`config.mk`:
```
export PLATFORM = sky130hd
export DESIGN_NAME = tx_desc_walker
export DESIGN_NICKNAME = d
export VERILOG_FILES = /design/src/rtl/tdw_pkg.sv /design/src/rtl/tdw_next_addr.sv /design/src/rtl/tdw_seg_flags.sv /design/src/rtl/tx_desc_walker.sv
export SDC_FILE = /design/constraint.sdc
export NUM_CORES = 1
export LEC_CHECK = 0
export ABC_AREA = 1
export BUFFER_PORTS_ARGS = -buffer_cell sky130_fd_sc_hd__buf_2
export CAP_MARGIN = 0
export CORE_MARGIN = 8
export CORE_UTILIZATION = 30
export DETAILED_ROUTE_END_ITERATION = 16
export PLACE_DENSITY_LB_ADDON = 0.08
export SYNTH_ARGS = -nofsm -noshare
export SYNTH_HDL_FRONTEND = slang
export SYNTH_SLANG_ARGS = --single-unit
```
`constraint.sdc`:
```
create_clock -name clk_i -period 2.9 [get_ports clk_i]
set_input_delay 0.435 -clock clk_i [delete_from_list [all_inputs] [get_ports clk_i]]
set_output_delay 0.435 -clock clk_i [all_outputs]
set_load 0.02 [all_outputs]
```
`src/rtl/tdw_pkg.sv`:
```
package tdw_pkg;
  localparam int OWN_BIT   = 31;
  localparam int IC_BIT    = 30;
  localparam int LS_BIT    = 29;
  localparam int FS_BIT    = 28;
  localparam int EOR_BIT   = 21;
  localparam int CHAIN_BIT = 20;
  localparam int LEN1_LSB  = 0;
  localparam int LEN2_LSB  = 16;

  typedef enum logic [3:0] {
    ST_IDLE, ST_RD0, ST_RD1, ST_RD2, ST_RD3, ST_CAP,
    ST_BUF1, ST_BUF2, ST_WB, ST_SUSP
  } walk_state_e;
endpackage

```
`src/rtl/tdw_next_addr.sv`:
```
module tdw_next_addr #(
  parameter int AW     = 32,
  parameter int STRIDE = 32
) (
  input  logic [AW-1:0] cur_i,
  input  logic [AW-1:0] base_i,
  input  logic [AW-1:0] link_i,
  input  logic          eor_i,
  input  logic          chain_i,
  output logic [AW-1:0] next_o
);
  always_comb begin
    if (eor_i)        next_o = base_i;   // end of ring wins over chain
    else if (chain_i) next_o = link_i;
    else              next_o = cur_i + AW'(STRIDE);
  end
endmodule

```
`src/rtl/tdw_seg_flags.sv`:
```
module tdw_seg_flags (
  input  logic fs_i,
  input  logic ls_i,
  input  logic len1_nz_i,
  input  logic buf2_used_i,
  output logic sof1_o,
  output logic eof1_o,
  output logic sof2_o,
  output logic eof2_o
);
  assign sof1_o = fs_i;
  assign eof1_o = ls_i & ~buf2_used_i;
  assign sof2_o = fs_i & ~len1_nz_i;
  assign eof2_o = ls_i;
endmodule

```
`src/rtl/tx_desc_walker.sv`:
```
module tx_desc_walker
  import tdw_pkg::*;
#(
  parameter int AW     = 32,
  parameter int LW     = 13,
  parameter int STRIDE = 32
) (
  input  logic          clk_i,
  input  logic          rst_ni,
  input  logic [AW-1:0] base_addr_i,
  input  logic          poll_i,
  output logic          mem_re_o,
  output logic          mem_we_o,
  output logic [AW-1:0] mem_addr_o,
  output logic [31:0]   mem_wdata_o,
  input  logic [31:0]   mem_rdata_i,
  output logic          fetch_valid_o,
  input  logic          fetch_ready_i,
  output logic [AW-1:0] fetch_addr_o,
  output logic [LW-1:0] fetch_len_o,
  output logic          fetch_sof_o,
  output logic          fetch_eof_o,
  output logic          irq_o,
  output logic          unavail_o
);
  localparam int WB = 4;

  walk_state_e   state_q, state_d;
  logic [AW-1:0] cur_q, next_addr;
  logic [31:0]   w0_q, w1_q, w2_q, w3_q;
  logic          unavail_q;
  logic [LW-1:0] len1, len2;
  logic          len1_nz, buf2_used;
  logic          sof1, eof1, sof2, eof2;
  logic [AW-1:0] rd_off;

  assign len1      = w1_q[LEN1_LSB +: LW];
  assign len2      = w1_q[LEN2_LSB +: LW];
  assign len1_nz   = (len1 != '0);
  assign buf2_used = ~w0_q[CHAIN_BIT] & (len2 != '0);

  tdw_next_addr #(.AW(AW), .STRIDE(STRIDE)) u_next (
    .cur_i   (cur_q),
    .base_i  (base_addr_i),
    .link_i  (w3_q[AW-1:0]),
    .eor_i   (w0_q[EOR_BIT]),
    .chain_i (w0_q[CHAIN_BIT]),
    .next_o  (next_addr)
  );

  tdw_seg_flags u_seg (
    .fs_i        (w0_q[FS_BIT]),
    .ls_i        (w0_q[LS_BIT]),
    .len1_nz_i   (len1_nz),
    .buf2_used_i (buf2_used),
    .sof1_o      (sof1),
    .eof1_o      (eof1),
    .sof2_o      (sof2),
    .eof2_o      (eof2)
  );

  always_comb begin
    state_d = state_q;
    unique case (state_q)
      ST_IDLE: if (poll_i) state_d = ST_RD0;
      ST_RD0:  state_d = ST_RD1;
      ST_RD1:  state_d = mem_rdata_i[OWN_BIT] ? ST_RD2 : ST_SUSP;
      ST_RD2:  state_d = ST_RD3;
      ST_RD3:  state_d = ST_CAP;
      ST_CAP:  state_d = ST_BUF1;
      ST_BUF1: if (!len1_nz || fetch_ready_i) state_d = ST_BUF2;
      ST_BUF2: if (!buf2_used || fetch_ready_i) state_d = ST_WB;
      ST_WB:   state_d = ST_RD0;
      ST_SUSP: if (poll_i) state_d = ST_RD0;
      default: state_d = ST_IDLE;
    endcase
  end

  always_comb begin
    unique case (state_q)
      ST_RD1:  rd_off = AW'(1 * WB);
      ST_RD2:  rd_off = AW'(2 * WB);
      ST_RD3:  rd_off = AW'(3 * WB);
      default: rd_off = '0;
    endcase
  end

  always_ff @(posedge clk_i or negedge rst_ni) begin
    if (!rst_ni) begin
      state_q   <= ST_IDLE;
      cur_q     <= '0;
      w0_q      <= '0;
      w1_q      <= '0;
      w2_q      <= '0;
      w3_q      <= '0;
      unavail_q <= 1'b0;
    end else begin
      state_q <= state_d;
      unique case (state_q)
        ST_IDLE: if (poll_i) cur_q <= base_addr_i;
        ST_RD1: begin
          w0_q <= mem_rdata_i;
          if (!mem_rdata_i[OWN_BIT]) unavail_q <= 1'b1;
        end
        ST_RD2:  w1_q <= mem_rdata_i;
        ST_RD3:  w2_q <= mem_rdata_i;
        ST_CAP:  w3_q <= mem_rdata_i;
        ST_WB:   cur_q <= next_addr;
        ST_SUSP: if (poll_i) unavail_q <= 1'b0;
        default: ;
      endcase
    end
  end

  assign mem_re_o    = (state_q == ST_RD0) || (state_q == ST_RD1) ||
                       (state_q == ST_RD2) || (state_q == ST_RD3);
  assign mem_we_o    = (state_q == ST_WB);
  assign mem_addr_o  = cur_q + rd_off;
  assign mem_wdata_o = w0_q & ~(32'd1 << OWN_BIT);
  assign irq_o       = mem_we_o & w0_q[IC_BIT];
  assign unavail_o   = unavail_q;

  always_comb begin
    fetch_valid_o = 1'b0;
    fetch_addr_o  = w2_q[AW-1:0];
    fetch_len_o   = len1;
    fetch_sof_o   = 1'b0;
    fetch_eof_o   = 1'b0;
    if (state_q == ST_BUF1 && len1_nz) begin
      fetch_valid_o = 1'b1;
      fetch_sof_o   = sof1;
      fetch_eof_o   = eof1;
    end else if (state_q == ST_BUF2 && buf2_used) begin
      fetch_valid_o = 1'b1;
      fetch_addr_o  = w3_q[AW-1:0];
      fetch_len_o   = len2;
      fetch_sof_o   = sof2;
      fetch_eof_o   = eof2;
    end
  end

  AST_PARKED_QUIET: assert property (@(posedge clk_i) disable iff (!rst_ni)
    unavail_o |-> !fetch_valid_o && !mem_we_o);
  AST_POLL_RETRY: assert property (@(posedge clk_i) disable iff (!rst_ni)
    (unavail_o && poll_i) |=> !unavail_o && mem_re_o && $stable(mem_addr_o));
  AST_FETCH_HOLD: assert property (@(posedge clk_i) disable iff (!rst_ni)
    (fetch_valid_o && !fetch_ready_i) |=>
      fetch_valid_o && $stable(fetch_addr_o) && $stable(fetch_len_o));
  AST_NO_EMPTY_FETCH: assert property (@(posedge clk_i) disable iff (!rst_ni)
    fetch_valid_o |-> fetch_len_o != '0);
  AST_CHAIN_LINK: assert property (@(posedge clk_i) disable iff (!rst_ni)
    (state_q == ST_RD0 && $past(state_q) == ST_WB && !w0_q[EOR_BIT] && w0_q[CHAIN_BIT])
      |-> cur_q == w3_q[AW-1:0]);
  AST_RING_WRAP: assert property (@(posedge clk_i) disable iff (!rst_ni)
    (state_q == ST_RD0 && $past(state_q) == ST_WB && w0_q[EOR_BIT])
      |-> cur_q == $past(base_addr_i));
  AST_STRIDE_STEP: assert property (@(posedge clk_i) disable iff (!rst_ni)
    (state_q == ST_RD0 && $past(state_q) == ST_WB && !w0_q[EOR_BIT] && !w0_q[CHAIN_BIT])
      |-> cur_q == $past(cur_q) + AW'(STRIDE));
  AST_WB_RELEASE: assert property (@(posedge clk_i) disable iff (!rst_ni)
    mem_we_o |-> !mem_wdata_o[OWN_BIT] && !mem_re_o && !fetch_valid_o);
  AST_IRQ_PULSE: assert property (@(posedge clk_i) disable iff (!rst_ni)
    irq_o |=> !irq_o);
endmodule

```
==> impl_metrics.tcl <==
set metrics [dict create \
    syn_inst 1121 \
    syn_nets 1193 \
    violations "negative setup slack" \
    met1_usage 0.253 \
    power.switching_fraction 0.478 \
    worstMarginPinSlew_ns 0.824 \
    fmax_mhz 320 \
    worstSetupPathType "flop to output port" \
    slew_viol_final 0 \
    power.switching_mw 6.82 \
    htreeDepth 4 \
    required_ns 2.47 \
    fin_util 0.405 \
    finalNetCount 1398 \
    core-area_um2 27600 \
    drt-wirelength-per-cell_um 18.8 \
    synth_top_cells_by_area "dfrtp_1 (47%), nand2_1 (15%), o21ai_0 (9.9%), inv_1 (5.0%), nor2_1 (3.8%)" \
    max_slew_margin 0.449 \
    dr_total_vias 8167 \
    place_congestion 0.872 \
    dieHeight_um 183 \
    first_pass_iters 5 \
    hold_start "mem_rdata_i[17]" \
    worst_slack_ns -0.221 \
    io_buffers 182 \
    ant_nets 0 \
    rrSetupSlack_ns 0.72 \
    clock_latency_ns 0.43 \
    r2r_end "w3_q[25]" \
    hold_end "w1_q[17]" \
    drt_wl_total_um 32200 \
    p_total_mw 14.3 \
    cts_tree "done" \
    maxCapViolCount 0 \
    grt_pass1_vias 8212 \
    rows 61 \
    netlist_area_um2 8360 \
    min_path_type "input pin to flop" \
    p_comb_frac 0.540 \
    fin_crit_sh 1.08 \
    drt_first_iter_violations 631 \
    cts.sinks 158 \
    antenna_found_initial 0 \
    cp-end-kind "output port" \
    dp.cells 1657 \
    grt_start_max_net_pins 69 \
    place_ws_ns 0.0629 \
    start_util 0.302 \
    stdcell_count 1716 \
    hpwlAfterDp_um 22800 \
    num_antenna_cells 0 \
    vias_per_cell 4.76 \
    area_delta_synth_final_pct 33.8 \
    detailed_place.area_um2 9800 \
    grt_usage 0.188 \
    io-pin-count 184 \
    hold_viol_final 0 \
    layout-drive-gt1-share 0.256 \
    synth-seq-cells 158 \
    ys_seq_area_frac 0.473 \
    status "finished, violations left" \
    fin_crit_ns 3.12 \
    skew_ns 0.0135 \
    power.density_nw_per_um2 1280 \
    cts-root-buf "clkbuf_16" \
    setup_tns_ns -2.83 \
    grt_pass1_wl_um 48400 \
    rr_worst_depth 7 \
    clockBufferDepth 2 \
    yosys.area.top_type "dfrtp_1" \
    cts_made_buffers 17 \
    dieArea_um2 33500 \
    ys_warn_count 0 \
    clkPwrFrac 0.165 \
    setup-violations-final 25 \
    hold_path_depth 3 \
    yosys.area.top_type_share 0.473 \
    whs_ns 0.229 \
    rsz0062_at_grt "true" \
    grt-busiest-layer "met2" \
    die_w_um 183 \
    p_seq_frac 0.296 \
    drc 0 \
    cts.clk_slew.worst_paths_ns 0.08 \
    use_met2 0.304 \
    arrival_ns 2.69 \
    grt-ovfl-total 0 \
    p_int_mw 7.45 \
    synth.avg_cell_area_um2 7.45 \
    final_area_um2 11200 \
    ir_drop_mv 0.490 \
    cp-start-kind "flop" \
    reg2reg_from "state_q[0]" \
    use_met3 0.0425 \
    yosysUniqueCellTypes 37 \
    p_leak_nw 5.59 \
    crit_fanout 4 \
]
## worst max-delay path, stage by stage, from the launching register on
cell,delay (ns)
dfrtp_1,0.38
inv_2,0.06
nor2_4,0.12
inv_2,0.06
nor3_4,0.17
clkinv_2,0.09
nand2_2,0.08
ha_4,0.14
fa_2,0.22
nand2_2,0.06
inv_2,0.08
nand2_4,0.06
nor2_4,0.13
buf_4,0.14
buf_6,0.10
nand2_2,0.05
xor2_1,0.16
buf_4,0.16
## cell type report
class | count | area, um2
Clock inverter | 14 | 173
Fill cell | 3004 | 16400
Multi-Input combinational cell | 783 | 3940
Sequential cell | 158 | 3960
Inverter | 120 | 457
Clock buffer | 17 | 425
Timing Repair Buffer | 246 | 1760
Tap cell | 378 | 473
## Yosys cell counts
library cell  count
fa_1              1
nor3_4            1
o21ai_0         165
nand4_1          14
ha_1              3
inv_1           112
nor2_2            3
inv_2             6
nand3_1          44
o41ai_1           1
and2_1            1
and3_1            1
buf_6             2
xnor2_1           1
xor2_1           20
dfrtp_1         158
nor2_4            1
o211ai_1          6
nand3b_1          1
a21oi_4           1
nor3_1            3
clkinv_1          2
nand2_2           2
a21oi_1          61
nor2_1           85
o21a_1            2
conb_1            1
clkbuf_1         22
nor3_2            1
o21bai_1          1
a22oi_1           8
buf_2            28
nand2_1         325
buf_4             8
a21o_1            1
a31oi_1          12
o21ai_1          17
## how the worst max path moves through the flow
| stage | slack [ns] | start | to |
|---|---|---|---|
| final | -0.22 | state_q[2] | mem_addr_o[24] |
| after global routing | -0.40 | state_q[2] | mem_addr_o[24] |
| after floorplan | -0.02 | state_q[3] | mem_addr_o[20] |
| after detailed placement | 0.06 | state_q[2] | mem_addr_o[30] |
| after CTS | -0.24 | state_q[2] | mem_addr_o[30] |
| after global placement | 0.13 | state_q[2] | mem_addr_o[30] |
## repair_timing
item	CTS	global route
hold buffers	1	0
hold endpoints to repair	40	0
buffers inserted	20	6
endpoints found under the setup margin	38	39
pin swaps	19	4
resized for setup	104	24
gates cloned	3	4
## placed cells by master, fill, tap and decap left out, drive strengths merged
| master | count |
|---|---|
| nand2 | 327 |
| buf | 241 |
| o21ai | 182 |
| dfrtp | 158 |
| inv | 124 |
| nor2 | 89 |
| a21oi | 62 |
| nand3 | 44 |
| clkbuf | 21 |
| xor2 | 20 |
| nand4 | 14 |
| a31oi | 12 |
| a22oi | 8 |
| o211ai | 6 |
| clkinv | 6 |
| nor3 | 5 |
| ha | 3 |
| o21a | 2 |
| bufinv | 2 |
| clkinvlp | 2 |
| o41ai | 1 |
| and2 | 1 |
| nand3b | 1 |
| a21o | 1 |
| xnor2 | 1 |
| and3 | 1 |
| o21bai | 1 |
| fa | 1 |
| conb | 1 |
| dlygate4sd3 | 1 |
## power groups by stage
stage          combinational [mW]  clock, mW  sequential (mW)
2_1_floorplan                4.19          0             4.19
3_3_place_gp                 6.63          0             4.21
3_5_place_dp                 6.67          0             4.22
4_1_cts                      7.57       2.41             4.21
5_1_grt                      8.50       2.50             4.38
6_report                     7.70       2.35             4.22
## state kept, by name, summed over array words and instances (netlist names)
register	count
unavail_o	1
w3_q	32
w2_q	32
state_q	4
w1_q	26
cur_q	32
w0_q	31
## per-layer routing
metal | wire length [um] | share of wire
met3 | 1680 | 0.052
met2 | 14800 | 0.46
met1 | 15200 | 0.47
met5 | 0 | 0
met4 | 494 | 0.015
## cells by family (layout without fill, tap and decap cells)
| logic type | Yosys count | after routing | synth area share |
|---|---|---|---|
| other cells | 1 | 1 | 0.000449 |
| xor+xnor | 21 | 21 | 0.0220 |
| fa+ha+maj | 4 | 4 | 0.00689 |
| compound gates | 275 | 275 | 0.174 |
| simple gates | 482 | 482 | 0.233 |
| flops | 158 | 158 | 0.473 |
| buf+inv | 180 | 397 | 0.0904 |
(Power assumes the default switching activity.)
